**src/rtl/sctl_pkg.sv**
```systemverilog
package sctl_pkg;
  localparam int SEL_W   = 3;
  localparam int WORD_W  = 10;
  localparam int FRAME_W = SEL_W + WORD_W;

  typedef enum logic [SEL_W-1:0] {
    SEL_AUX   = 3'd0,
    SEL_BW    = 3'd1,
    SEL_GAIN  = 3'd2,
    SEL_PWR   = 3'd3,
    SEL_CLAMP = 3'd4
  } reg_sel_e;
endpackage

```
**src/rtl/sctl_sync.sv**
```systemverilog
module sctl_sync #(
  parameter int             W       = 3,
  parameter int             STAGES  = 2,
  parameter logic [W-1:0]   RST_VAL = '0
) (
  input  logic         clk,
  input  logic         rst,
  input  logic [W-1:0] d,
  output logic [W-1:0] q
);
  for (genvar g = 0; g < W; g++) begin : g_bit
    logic [STAGES-1:0] pipe;
    always_ff @(posedge clk) begin
      if (rst) pipe <= {STAGES{RST_VAL[g]}};
      else     pipe <= {pipe[STAGES-2:0], d[g]};
    end
    assign q[g] = pipe[STAGES-1];
  end
endmodule

```
**src/rtl/sctl_frame.sv**
```systemverilog
module sctl_frame #(
  parameter int SEL_W   = 3,
  parameter int WORD_W  = 10,
  localparam int FRAME_W = SEL_W + WORD_W,
  localparam int CNT_W   = $clog2(FRAME_W + 2)
) (
  input  logic              clk,
  input  logic              rst,
  input  logic              sclk_s,
  input  logic              sdat_s,
  input  logic              en_n_s,
  output logic              stb,
  output logic [SEL_W-1:0]  sel,
  output logic [WORD_W-1:0] word
);
  localparam logic [CNT_W-1:0] CNT_FULL = CNT_W'(FRAME_W);
  localparam logic [CNT_W-1:0] CNT_OVER = CNT_W'(FRAME_W + 1);

  logic               sclk_d, en_d;
  logic [CNT_W-1:0]   cnt;
  logic [FRAME_W-1:0] sr;
  logic               sclk_rise, en_fall, en_rise;

  assign sclk_rise = sclk_s & ~sclk_d;
  assign en_fall   = ~en_n_s & en_d;
  assign en_rise   = en_n_s & ~en_d;

  always_ff @(posedge clk) begin
    if (rst) begin
      sclk_d <= 1'b0;
      en_d   <= 1'b1;
      cnt    <= '0;
      sr     <= '0;
      stb    <= 1'b0;
      sel    <= '0;
      word   <= '0;
    end else begin
      sclk_d <= sclk_s;
      en_d   <= en_n_s;
      stb    <= 1'b0;
      if (en_fall) begin
        cnt <= '0;
      end else if (!en_n_s && sclk_rise) begin
        sr <= {sr[FRAME_W-2:0], sdat_s};
        if (cnt != CNT_OVER) cnt <= cnt + 1'b1;
      end
      if (en_rise && cnt == CNT_FULL) begin
        stb  <= 1'b1;
        sel  <= sr[FRAME_W-1 -: SEL_W];
        word <= sr[WORD_W-1:0];
      end
    end
  end

  // with the enable idle high, serial clock activity must not move the shifter
  p_idle_hold_r1: assert property (@(posedge clk) disable iff (rst)
    (en_n_s && en_d) |=> ($stable(cnt) && $stable(sr)));

  // a commit pulse only follows a word of exactly FRAME_W bits
  p_len_only_r8: assert property (@(posedge clk) disable iff (rst)
    stb |-> ($past(cnt) == CNT_FULL));

  // a commit is a single-cycle pulse
  p_pulse_r12: assert property (@(posedge clk) disable iff (rst)
    stb |=> !stb);
endmodule

```
**src/rtl/sctl_regs.sv**
```systemverilog
module sctl_regs
  import sctl_pkg::*;
#(
  parameter int AUX_W    = 8,
  parameter int BW_W     = 4,
  parameter int GAIN_W   = 9,
  parameter int PWR_W    = 7,
  parameter int CLAMP_W  = 10,
  parameter int GAIN_MAX = 319,
  localparam int RSV_LO  = 2 * BW_W
) (
  input  logic               clk,
  input  logic               rst,
  input  logic               stb,
  input  logic [SEL_W-1:0]   sel,
  input  logic [WORD_W-1:0]  word,
  output logic [AUX_W-1:0]   aux_code,
  output logic [BW_W-1:0]    bw_fast,
  output logic [BW_W-1:0]    bw_slow,
  output logic [GAIN_W-1:0]  gain_code,
  output logic [PWR_W-1:0]   pwr_ctl,
  output logic [CLAMP_W-1:0] clamp_code,
  output logic               bw_err
);
  localparam logic [GAIN_W-1:0] GAIN_TOP = GAIN_W'(GAIN_MAX);

  logic [GAIN_W-1:0] gain_req, gain_sat;
  logic              bw_rsv_set;

  assign gain_req   = word[GAIN_W-1:0];
  assign gain_sat   = (gain_req > GAIN_TOP) ? GAIN_TOP : gain_req;
  assign bw_rsv_set = |word[WORD_W-1:RSV_LO];

  always_ff @(posedge clk) begin
    if (rst) begin
      aux_code   <= '0;
      bw_fast    <= '0;
      bw_slow    <= '0;
      gain_code  <= '0;
      pwr_ctl    <= '0;
      clamp_code <= '0;
      bw_err     <= 1'b0;
    end else if (stb) begin
      case (sel)
        SEL_AUX:   aux_code <= word[AUX_W-1:0];
        SEL_BW: begin
          if (bw_rsv_set) begin
            bw_err <= 1'b1;
          end else begin
            bw_fast <= word[BW_W-1:0];
            bw_slow <= word[2*BW_W-1:BW_W];
          end
        end
        SEL_GAIN:  gain_code  <= gain_sat;
        SEL_PWR:   pwr_ctl    <= word[PWR_W-1:0];
        SEL_CLAMP: clamp_code <= word[CLAMP_W-1:0];
        default: ;
      endcase
    end
  end

  // stored gain never exceeds the top code
  p_gain_bound_r5: assert property (@(posedge clk) disable iff (rst)
    gain_code <= GAIN_TOP);

  // the error flag is sticky
  p_err_sticky_r9: assert property (@(posedge clk) disable iff (rst)
    bw_err |=> bw_err);

  // a reserved-bit bandwidth write keeps both codes and raises the flag
  p_rsv_reject_r9: assert property (@(posedge clk) disable iff (rst)
    (stb && sel == SEL_BW && bw_rsv_set) |=> ($stable(bw_fast) && $stable(bw_slow) && bw_err));

  // no output moves without a commit
  p_quiet_r12: assert property (@(posedge clk) disable iff (rst)
    !stb |=> ($stable(aux_code) && $stable(bw_fast) && $stable(bw_slow) &&
              $stable(gain_code) && $stable(pwr_ctl) && $stable(clamp_code) && $stable(bw_err)));

  // unused selectors touch nothing
  p_unused_sel_r10: assert property (@(posedge clk) disable iff (rst)
    (stb && sel > SEL_CLAMP) |=> ($stable(aux_code) && $stable(bw_fast) && $stable(bw_slow) &&
              $stable(gain_code) && $stable(pwr_ctl) && $stable(clamp_code) && $stable(bw_err)));
endmodule

```
**src/rtl/ser_ctl_bank.sv**
```systemverilog
module ser_ctl_bank
  import sctl_pkg::*;
#(
  parameter int AUX_W     = 8,
  parameter int BW_W      = 4,
  parameter int GAIN_W    = 9,
  parameter int PWR_W     = 7,
  parameter int CLAMP_W   = 10,
  parameter int GAIN_MAX  = 319,
  parameter int SYNC_STG  = 2
) (
  input  logic               clk,
  input  logic               rst,
  input  logic               ser_clk,
  input  logic               ser_dat,
  input  logic               ser_en_n,
  output logic [AUX_W-1:0]   aux_code,
  output logic [BW_W-1:0]    bw_fast,
  output logic [BW_W-1:0]    bw_slow,
  output logic [GAIN_W-1:0]  gain_code,
  output logic [PWR_W-1:0]   pwr_ctl,
  output logic [CLAMP_W-1:0] clamp_code,
  output logic               bw_err
);
  logic [2:0]        raw_in, sync_out;
  logic              stb;
  logic [SEL_W-1:0]  sel;
  logic [WORD_W-1:0] word;

  assign raw_in = {ser_en_n, ser_dat, ser_clk};

  sctl_sync #(.W(3), .STAGES(SYNC_STG), .RST_VAL(3'b100)) u_sync (
    .clk (clk),
    .rst (rst),
    .d   (raw_in),
    .q   (sync_out)
  );

  sctl_frame #(.SEL_W(SEL_W), .WORD_W(WORD_W)) u_frame (
    .clk    (clk),
    .rst    (rst),
    .sclk_s (sync_out[0]),
    .sdat_s (sync_out[1]),
    .en_n_s (sync_out[2]),
    .stb    (stb),
    .sel    (sel),
    .word   (word)
  );

  sctl_regs #(
    .AUX_W(AUX_W), .BW_W(BW_W), .GAIN_W(GAIN_W), .PWR_W(PWR_W),
    .CLAMP_W(CLAMP_W), .GAIN_MAX(GAIN_MAX)
  ) u_regs (
    .clk        (clk),
    .rst        (rst),
    .stb        (stb),
    .sel        (sel),
    .word       (word),
    .aux_code   (aux_code),
    .bw_fast    (bw_fast),
    .bw_slow    (bw_slow),
    .gain_code  (gain_code),
    .pwr_ctl    (pwr_ctl),
    .clamp_code (clamp_code),
    .bw_err     (bw_err)
  );
endmodule

```
**config.mk**
```make
export PLATFORM = sky130hd
export DESIGN_NAME = ser_ctl_bank
export DESIGN_NICKNAME = d
export VERILOG_FILES = /design/src/rtl/sctl_pkg.sv /design/src/rtl/sctl_sync.sv /design/src/rtl/sctl_frame.sv /design/src/rtl/sctl_regs.sv /design/src/rtl/ser_ctl_bank.sv
export SDC_FILE = /design/constraint.sdc
export NUM_CORES = 1
export LEC_CHECK = 0
export ABC_AREA = 1
export BUFFER_PORTS_ARGS = -buffer_cell sky130_fd_sc_hd__buf_2
export CAP_MARGIN = 20
export CORE_MARGIN = 2
export CORE_UTILIZATION = 46
export DETAILED_ROUTE_END_ITERATION = 12
export PLACE_DENSITY = 0.65
export SLEW_MARGIN = 10
export SYNTH_ARGS = -nofsm -noshare
export SYNTH_HDL_FRONTEND = slang
export SYNTH_SLANG_ARGS = --single-unit
```
**constraint.sdc**
```tcl
create_clock -name clk -period 1.8 [get_ports clk]
set_input_delay 0.27 -clock clk [delete_from_list [all_inputs] [get_ports clk]]
set_output_delay 0.27 -clock clk [all_outputs]
set_load 0.01 [all_outputs]
```
==> impl_metrics.py, run 1 <==
metrics = {
    "outcome": {
        "status": "complete, no violations",
    },
    "synth": {
        "netlist_area_mm2": 0.003103,
        "yosysMostFrequentCell": "dfxtp_1",
        "netlist_instances": 400,
        "synth_top_area_share": 0.5290,
        "yosys_register_bits": 82,
        "ys.warnings.count": 0,
        "synth_area_leaders": "dfxtp_1 (53%), nor2_1 (9.1%), nand2_1 (7.5%), a21oi_1 (6.6%), o21ai_0 (5.8%)",
        "async_flop_share": 0,
        "synth_common_cells": "dfxtp_1 (82), nor2_1 (75), nand2_1 (62)",
        "seq_area_frac_synth": 0.5290,
        "ys_types": 21,
        "syn-num-nets": 408,
        "syn_avg_cell_area_um2": 7.757,
        "yosysTopAreaCell": "dfxtp_1",
        "ys.flop_type": "dfxtp_1",
        "synth-edff-count": 0,
    },
    "worst_setup_path": {
        "cp.arrival_ps": 1700,
        "required_ps": 2070,
        "cp_cell_sequence": "buf_4 -> inv_1 -> nand2_1 -> nor3_2 -> nand2_1 -> a21oi_1",
        "slowest_delay_ps": 460,
        "cp_common_cell": "nand2_1",
        "end_kind": "register",
        "cpLargestDelayFamily": "simple AND/OR/NAND/NOR gates",
        "cp.buffers_inverters": 2,
        "slowest_stage": "nor3_2",
        "critPathMaxFanout": 9,
        "path_class": "reg -> reg",
        "cp-start-kind": "register",
    },
    "clock_network": {
        "cts_root_buffer": "clkbuf_8",
        "path_clk_slew_ps": 70,
        "cts_setup_buffers": 0,
        "numClockSinks": 82,
        "cts_buffers": 9,
        "clk_latency_ps": 350,
        "h-tree-depth": 3,
        "clk_path_buf_depth": 2,
        "cts_tree": "yes",
    },
    "route": {
        "vias": 2711,
        "postRouteAntennaNets": 0,
        "wirelength_um": 6951,
        "drc": 0,
        "firstDrtPassIters": 4,
        "first_iter_violations": 156,
        "via_per_inst": 5.125,
        "avgRoutedWirePerCell_um": 13.14,
    },
    "global_routing": {
        "gr-total-overflow": 0,
        "grt_pass1_wl_um": 11480,
        "grt_antenna_before_repair": 0,
        "grtUsageTotal": 0.1988,
        "grt_pass1_vias": 2494,
        "grt_max_degree": 45,
    },
    "sta": {
        "rsz0062_at_grt": "false",
        "setup_violations": 0,
        "finalCriticalPeriod_ps": 1425,
        "skew_ps": 10.22,
        "setup_tns_ps": 0,
        "fmax_mhz": 702.0,
        "period_share": 0.7914,
        "drv_slew": 0,
        "hold_viol": 0,
        "slew_headroom": 0.5720,
        "worst_pin_slew_ps": 641.4,
    },
    "finish": {
        "final_layout_size_suffix_gt1_frac": 0.1947,
        "multiInputGateArea_mm2": 0.001257,
        "area_growth_pct": 16.13,
        "fill_cells": 640,
        "antenna_cells": 0,
        "nets": 459,
        "regArea_mm2": 0.001642,
        "final_area_mm2": 0.003603,
    },
    "die": {
        "initial_utilization": 0.4831,
        "row_count": 29,
        "die-area_mm2": 0.007418,
        "die_y_um": 86.13,
        "core_mm2": 0.006422,
        "die_w_um": 86.13,
        "ioPinCount": 48,
    },
    "flow_run": {
        "drv_cap": 0,
    },
    "pwr": {
        "p_per_area_mw_per_mm2": 834.1,
        "ir_drop_mv": 0.4440,
        "p_leak_nw": 1.558,
    },
    "place": {
        "dp_hpwl_um": 4833,
        "globalplace.congestion": 0.7782,
        "placed_area_mm2": 0.003452,
        "port_buffers": 47,
    },
    "hold_path": {
        "min_path_type": "in -> reg",
    },
}
metrics by stage:
stage	total power [mW]	hold slack (ps)	setup slack (ps)	instances	util
after floorplan	1.916	373.8	540.2	400	-
after global placement	1.940	391.5	242.7	517	0.5375
after detailed placement	1.941	396.2	185.2	517	0.5375
after CTS	3.031	91.54	112.7	529	0.5603
after global routing	3.103	97.05	165.3	529	0.5611
final	3.006	98.81	375.4	529	0.5611
power breakdown:
group | internal (mW) | switching (mW)
clock | 0.507 | 0.600
sequential | 1.82 | 0.00537
combinational | 0.0236 | 0.0499
total | 2.35 | 0.655
cell families (layout without fill, tap and decap cells):
family,Yosys count,count (layout),synth area share
compound gates,77,77,0.1242
simple gates,186,186,0.2645
flops,82,82,0.5290
xor+xnor,1,1,0.002823
buf+inv,51,103,0.06734
fa+ha+maj,3,3,0.01210
per-layer routing:
layer,up-vias,wire length (µm),global-route usage
met2,63,3297,0.3312
li1,1400,-,-
met4,0,196,0.1010
met3,17,279,0.03657
met1,1231,3177,0.2450
met5,-,0,0
worst paths after layout:
path         slack [ps]                            endpoint  cells after the start                                from
min reg2reg         410  u_sync.g_bit[0].pipe[1]$_SDFF_PP0_                      2  u_sync.g_bit[0].pipe[0]$_SDFF_PP0_
min                 100  u_sync.g_bit[2].pipe[0]$_SDFF_PP1_                      2                            ser_en_n
max                 380    u_regs.gain_code[2]$_SDFFE_PP0P_                      6         u_frame.sel[2]$_SDFFE_PP0P_
max reg2reg         380    u_regs.gain_code[2]$_SDFFE_PP0P_                      6         u_frame.sel[2]$_SDFFE_PP0P_
registers in the layout, summed over array words and instances, names as in the netlist, 6 cells and up:
| name | cells |
|---|---|
| u_frame.sr | 13 |
| u_frame.word | 10 |
| u_regs.aux_code | 8 |
| u_regs.clamp_code | 10 |
| u_regs.gain_code | 9 |
| u_regs.pwr_ctl | 7 |
| u_sync.g_bit.pipe | 6 |
cells in the final DEF (no fill, tap or decap):
master,n
buf_4,12
buf_2,47
xor2_1,1
inv_2,3
nor3_4,1
o21ai_0,36
and2_1,1
nor2_1,74
clkbuf_1,1
nand4_1,22
or2_2,2
nor2_2,7
clkbuf_8,10
nand2_1,61
buf_12,1
a21oi_1,41
nand3_1,14
inv_1,28
ha_1,3
nand2_2,2
nor3_2,1
nand3_2,1
clkinv_2,1
dfxtp_1,82
cell type report:
type,instances,area share
multi-input combinational,267,0.3490
tap,77,0.02674
clock buffer,11,0.03924
clock inverter,1,0.001389
inverter,31,0.03229
timing repair buffer,60,0.09583
sequential,82,0.4556
what timing repair did:
action | 4_1_cts | 5_1_grt
hold buffers | 0 | 0
gates resized for setup | 0 | 2
setup endpoints to repair | 0 | 6
hold endpoints to repair | 0 | 0
Power figures use the tool's default switching activity.
==> run 2: changes to the inputs <==
--- a/config.mk
+++ b/config.mk
@@ -5,7 +5,7 @@
 export SDC_FILE = /design/constraint.sdc
 export NUM_CORES = 1
 export LEC_CHECK = 0
-export ABC_AREA = 1
+export ABC_AREA = 0
 export BUFFER_PORTS_ARGS = -buffer_cell sky130_fd_sc_hd__buf_2
 export CAP_MARGIN = 20
 export CORE_MARGIN = 2
==> constraint.sdc (replaced) <==
create_clock -name clk -period 1.4 [get_ports clk]
set_input_delay 0.21 -clock clk [delete_from_list [all_inputs] [get_ports clk]]
set_output_delay 0.21 -clock clk [all_outputs]
set_load 0.01 [all_outputs]
==> run 2 against run 1 <==
  * The run now ends with design-rule violations left
  * Core utilization rose by 1.2 points
  * Power is 34% higher
  * Worst hold slack got worse by 59 ps
  * Clock power is 44% higher
  * Synthesized cell count shrank 11%
  * Register-to-register slack got worse by 310 ps
  * Largest power group unchanged
  * Critical endpoint is now u_frame.cnt[0]$_SDFFE_PP0P_
  * Via count down 7.6%
==> impl_metrics.py, run 2 <==
metrics = {
    "place": {
        "port_buffers": 47,
        "globalplace.congestion": 0.7560,
        "dp_hpwl_um": 4371,
        "placed_area_mm2": 0.003465,
    },
    "hold_path": {
        "min_path_cells": 2,
        "hold_path_end": "u_sync.g_bit[2].pipe[0]$_SDFF_PP1_",
        "min_from": "ser_en_n",
        "min_path_type": "in -> reg",
    },
    "clock_network": {
        "ctsHoldBuffers": 0,
        "clk_path_buf_depth": 2,
        "clk_latency_ps": 350,
        "path_clk_slew_ps": 80,
        "h-tree-depth": 3,
        "cts_buffers": 9,
        "cts_root_buffer": "clkbuf_8",
        "numClockSinks": 82,
        "cts_tree": "yes",
    },
    "synth": {
        "seq_area_frac_synth": 0.5333,
        "ys_types": 30,
        "synth_area_leaders": "dfxtp_1 (53%), nand2_1 (10%), a21oi_1 (8.3%), mux2i_1 (4.9%), o21ai_0 (3.4%)",
        "yosysTopAreaCell": "dfxtp_1",
        "synthXorXnorAreaFrac": 0,
        "synth_compound_area_frac": 0.1293,
        "synth_top_area_share": 0.5333,
        "ys.warnings.count": 0,
        "async_flop_share": 0,
        "synth-adder-area-share": 0.01220,
        "synth_top_family_by_area": "simple AND/OR/NAND/NOR gates",
        "synth-edff-count": 0,
        "netlist_instances": 355,
        "syn_avg_cell_area_um2": 8.670,
        "yosys_register_bits": 82,
        "synthSimpleGateAreaFrac": 0.2346,
        "synth_mux_area_frac": 0.04878,
        "ys.flop_type": "dfxtp_1",
        "syn-num-nets": 363,
        "synth_common_cells": "nand2_1 (83), dfxtp_1 (82), a21oi_1 (51)",
        "yosysMostFrequentCell": "nand2_1",
        "netlist_area_mm2": 0.003078,
    },
    "route": {
        "via_per_inst": 5.144,
        "avgRoutedWirePerCell_um": 13.28,
        "wirelength_um": 6468,
        "firstDrtPassIters": 11,
        "first_iter_violations": 120,
        "drc": 6,
        "postRouteAntennaNets": 0,
        "vias": 2505,
    },
    "sta": {
        "finalCriticalPeriod_ps": 1331,
        "hold_viol": 0,
        "fmax_mhz": 751.0,
        "worst_pin_slew_ps": 384.4,
        "skew_ps": 9.895,
        "period_share": 0.9511,
        "setup_violations": 0,
        "drv_slew": 0,
        "slew_headroom": 0.7434,
        "setup_tns_ps": 0,
    },
    "worst_setup_path": {
        "path_class": "reg -> reg",
        "r2r-start": "u_sync.g_bit[0].pipe[1]$_SDFF_PP0_",
        "required_ps": 1680,
        "r2r_setup_slack_ps": 70,
        "cp-start-kind": "register",
        "critPathMaxFanout": 8,
        "reg2reg_depth": 3,
        "cp.arrival_ps": 1610,
        "end_kind": "register",
        "r2r-end": "u_frame.cnt[0]$_SDFFE_PP0P_",
    },
    "finish": {
        "regMostFlops": "u_frame.sr",
        "area_growth_pct": 19.55,
        "final_area_mm2": 0.003680,
        "antenna_cells": 0,
        "nets": 413,
        "layout_commonest_cell": "nand2_1",
        "reg_top3": "u_frame.sr x13, u_frame.word x10, u_regs.clamp_code x10",
        "utilization": 0.5730,
        "final_cell_mix": "nand2_1 (83), dfxtp_1 (80), a21oi_1 (50)",
        "fill_cells": 606,
        "largest_reg_flops": 13,
        "final_layout_size_suffix_gt1_frac": 0.2244,
    },
    "global_routing": {
        "grt_antenna_before_repair": 0,
        "grtUsageTotal": 0.1829,
        "grt_pass1_vias": 2190,
        "grt_max_degree": 47,
        "grt_pass1_wl_um": 10590,
        "gr-total-overflow": 0,
    },
    "die": {
        "die-area_mm2": 0.007362,
        "die_y_um": 85.80,
        "die_w_um": 85.80,
        "row_count": 29,
        "ioPinCount": 48,
        "initial_utilization": 0.4793,
        "core_mm2": 0.006422,
    },
    "outcome": {
        "failed_checks": "design-rule violations",
        "status": "finished, violations left",
    },
    "pwr": {
        "total_power_mw": 4.015,
        "ir_drop_mv": 0.7415,
        "p_leak_nw": 1.441,
        "p_per_area_mw_per_mm2": 1091,
    },
    "flow_run": {
        "drv_cap": 0,
    },
}
==> run 2: cell count changes after synthesis, moves of 5 or more <==
cell      before  now
nor2_1        75   14
nor2_2         6    0
nor3_1         0    8
nand4_1       22    0
a21oi_1       41   51
inv_1         28    5
clkbuf_1      10   19
nor2b_1        0    5
nand2_1       62   83
mux2i_1        0   15
o21ai_0       36   21
==> run 2: final cells by class <==
type / count / area (µm²) / share of cell area
flip-flops and latches: 82 / 1647 / 0.4475
repair buffers: 65 / 407.9 / 0.1108
well taps: 77 / 96.34 / 0.02618
clock buffers: 10 / 137.6 / 0.03740
inverters: 5 / 18.77 / 0.005100
multi-input cells: 242 / 1323 / 0.3594
clock inverters: 6 / 50.05 / 0.01360
==> run 2: through the flow <==
step                      hold slack, ps  setup WS (ps)  instances
after floorplan                    313.8          2.247        355
after global placement             396.7          50.98        470
after detailed placement           395.2          8.301        470
after CTS                          31.24          3.798        486
after global routing               31.00         -21.02        487
final                              39.90          68.52        487
==> run 2: what timing repair did <==
| action | CTS | global route |
|---|---|---|
| resized for setup | 1 | 7 |
| endpoints found under the hold margin | 0 | 0 |
| pin swaps | 0 | 1 |
| endpoints found under the setup margin | 2 | 24 |
| setup buffers | 0 | 1 |
==> run 2: worst max path at each step <==
stage	startpoint	endpoint	cells past startpoint
2_1_floorplan	u_sync.g_bit[2].pipe[1]$_SDFF_PP1_	u_frame.sr[10]$_SDFFE_PP0P_	5
5_1_grt	u_frame.sel[0]$_SDFFE_PP0P_	u_regs.clamp_code[8]$_SDFFE_PP0P_	5
3_3_place_gp	u_frame.stb$_SDFF_PP0_	u_regs.aux_code[2]$_SDFFE_PP0P_	3
6_report	u_sync.g_bit[0].pipe[1]$_SDFF_PP0_	u_frame.cnt[0]$_SDFFE_PP0P_	3
3_5_place_dp	u_frame.sel[0]$_SDFFE_PP0P_	u_regs.pwr_ctl[5]$_SDFFE_PP0P_	4
4_1_cts	u_frame.sel[0]$_SDFFE_PP0P_	u_regs.pwr_ctl[5]$_SDFFE_PP0P_	4
==> run 2: worst max-delay path: stages (launching register included) <==
cell,delay (ps)
dfxtp_1,350
or3b_4,430
or3_1,360
a21oi_1,120
==> run 2: layer usage <==
metal | global-route usage | part of all wire | up-vias
met2 | 0.2784 | 0.46 | 47
met5 | 0 | 0 | -
li1 | - | - | 1301
met4 | 0.06494 | 0.012 | 0
met3 | 0.04620 | 0.039 | 7
met1 | 0.2527 | 0.49 | 1150
==> run 2: logic make-up (layout without fill, tap and decap cells) <==
| logic type | after synthesis | in the layout |
|---|---|---|
| buffers and inverters | 31 | 86 |
| adders and majority gates | 3 | 3 |
| and+or+nand+nor | 147 | 147 |
| AOI/OAI and AO/OA | 77 | 77 |
| DFF | 82 | 82 |
| muxes | 15 | 15 |
==> run 2: where the power goes <==
group / switching (mW) / internal, mW
Sequential: 0.00460 / 2.34
Clock: 0.885 / 0.711
Combinational: 0.0526 / 0.0243
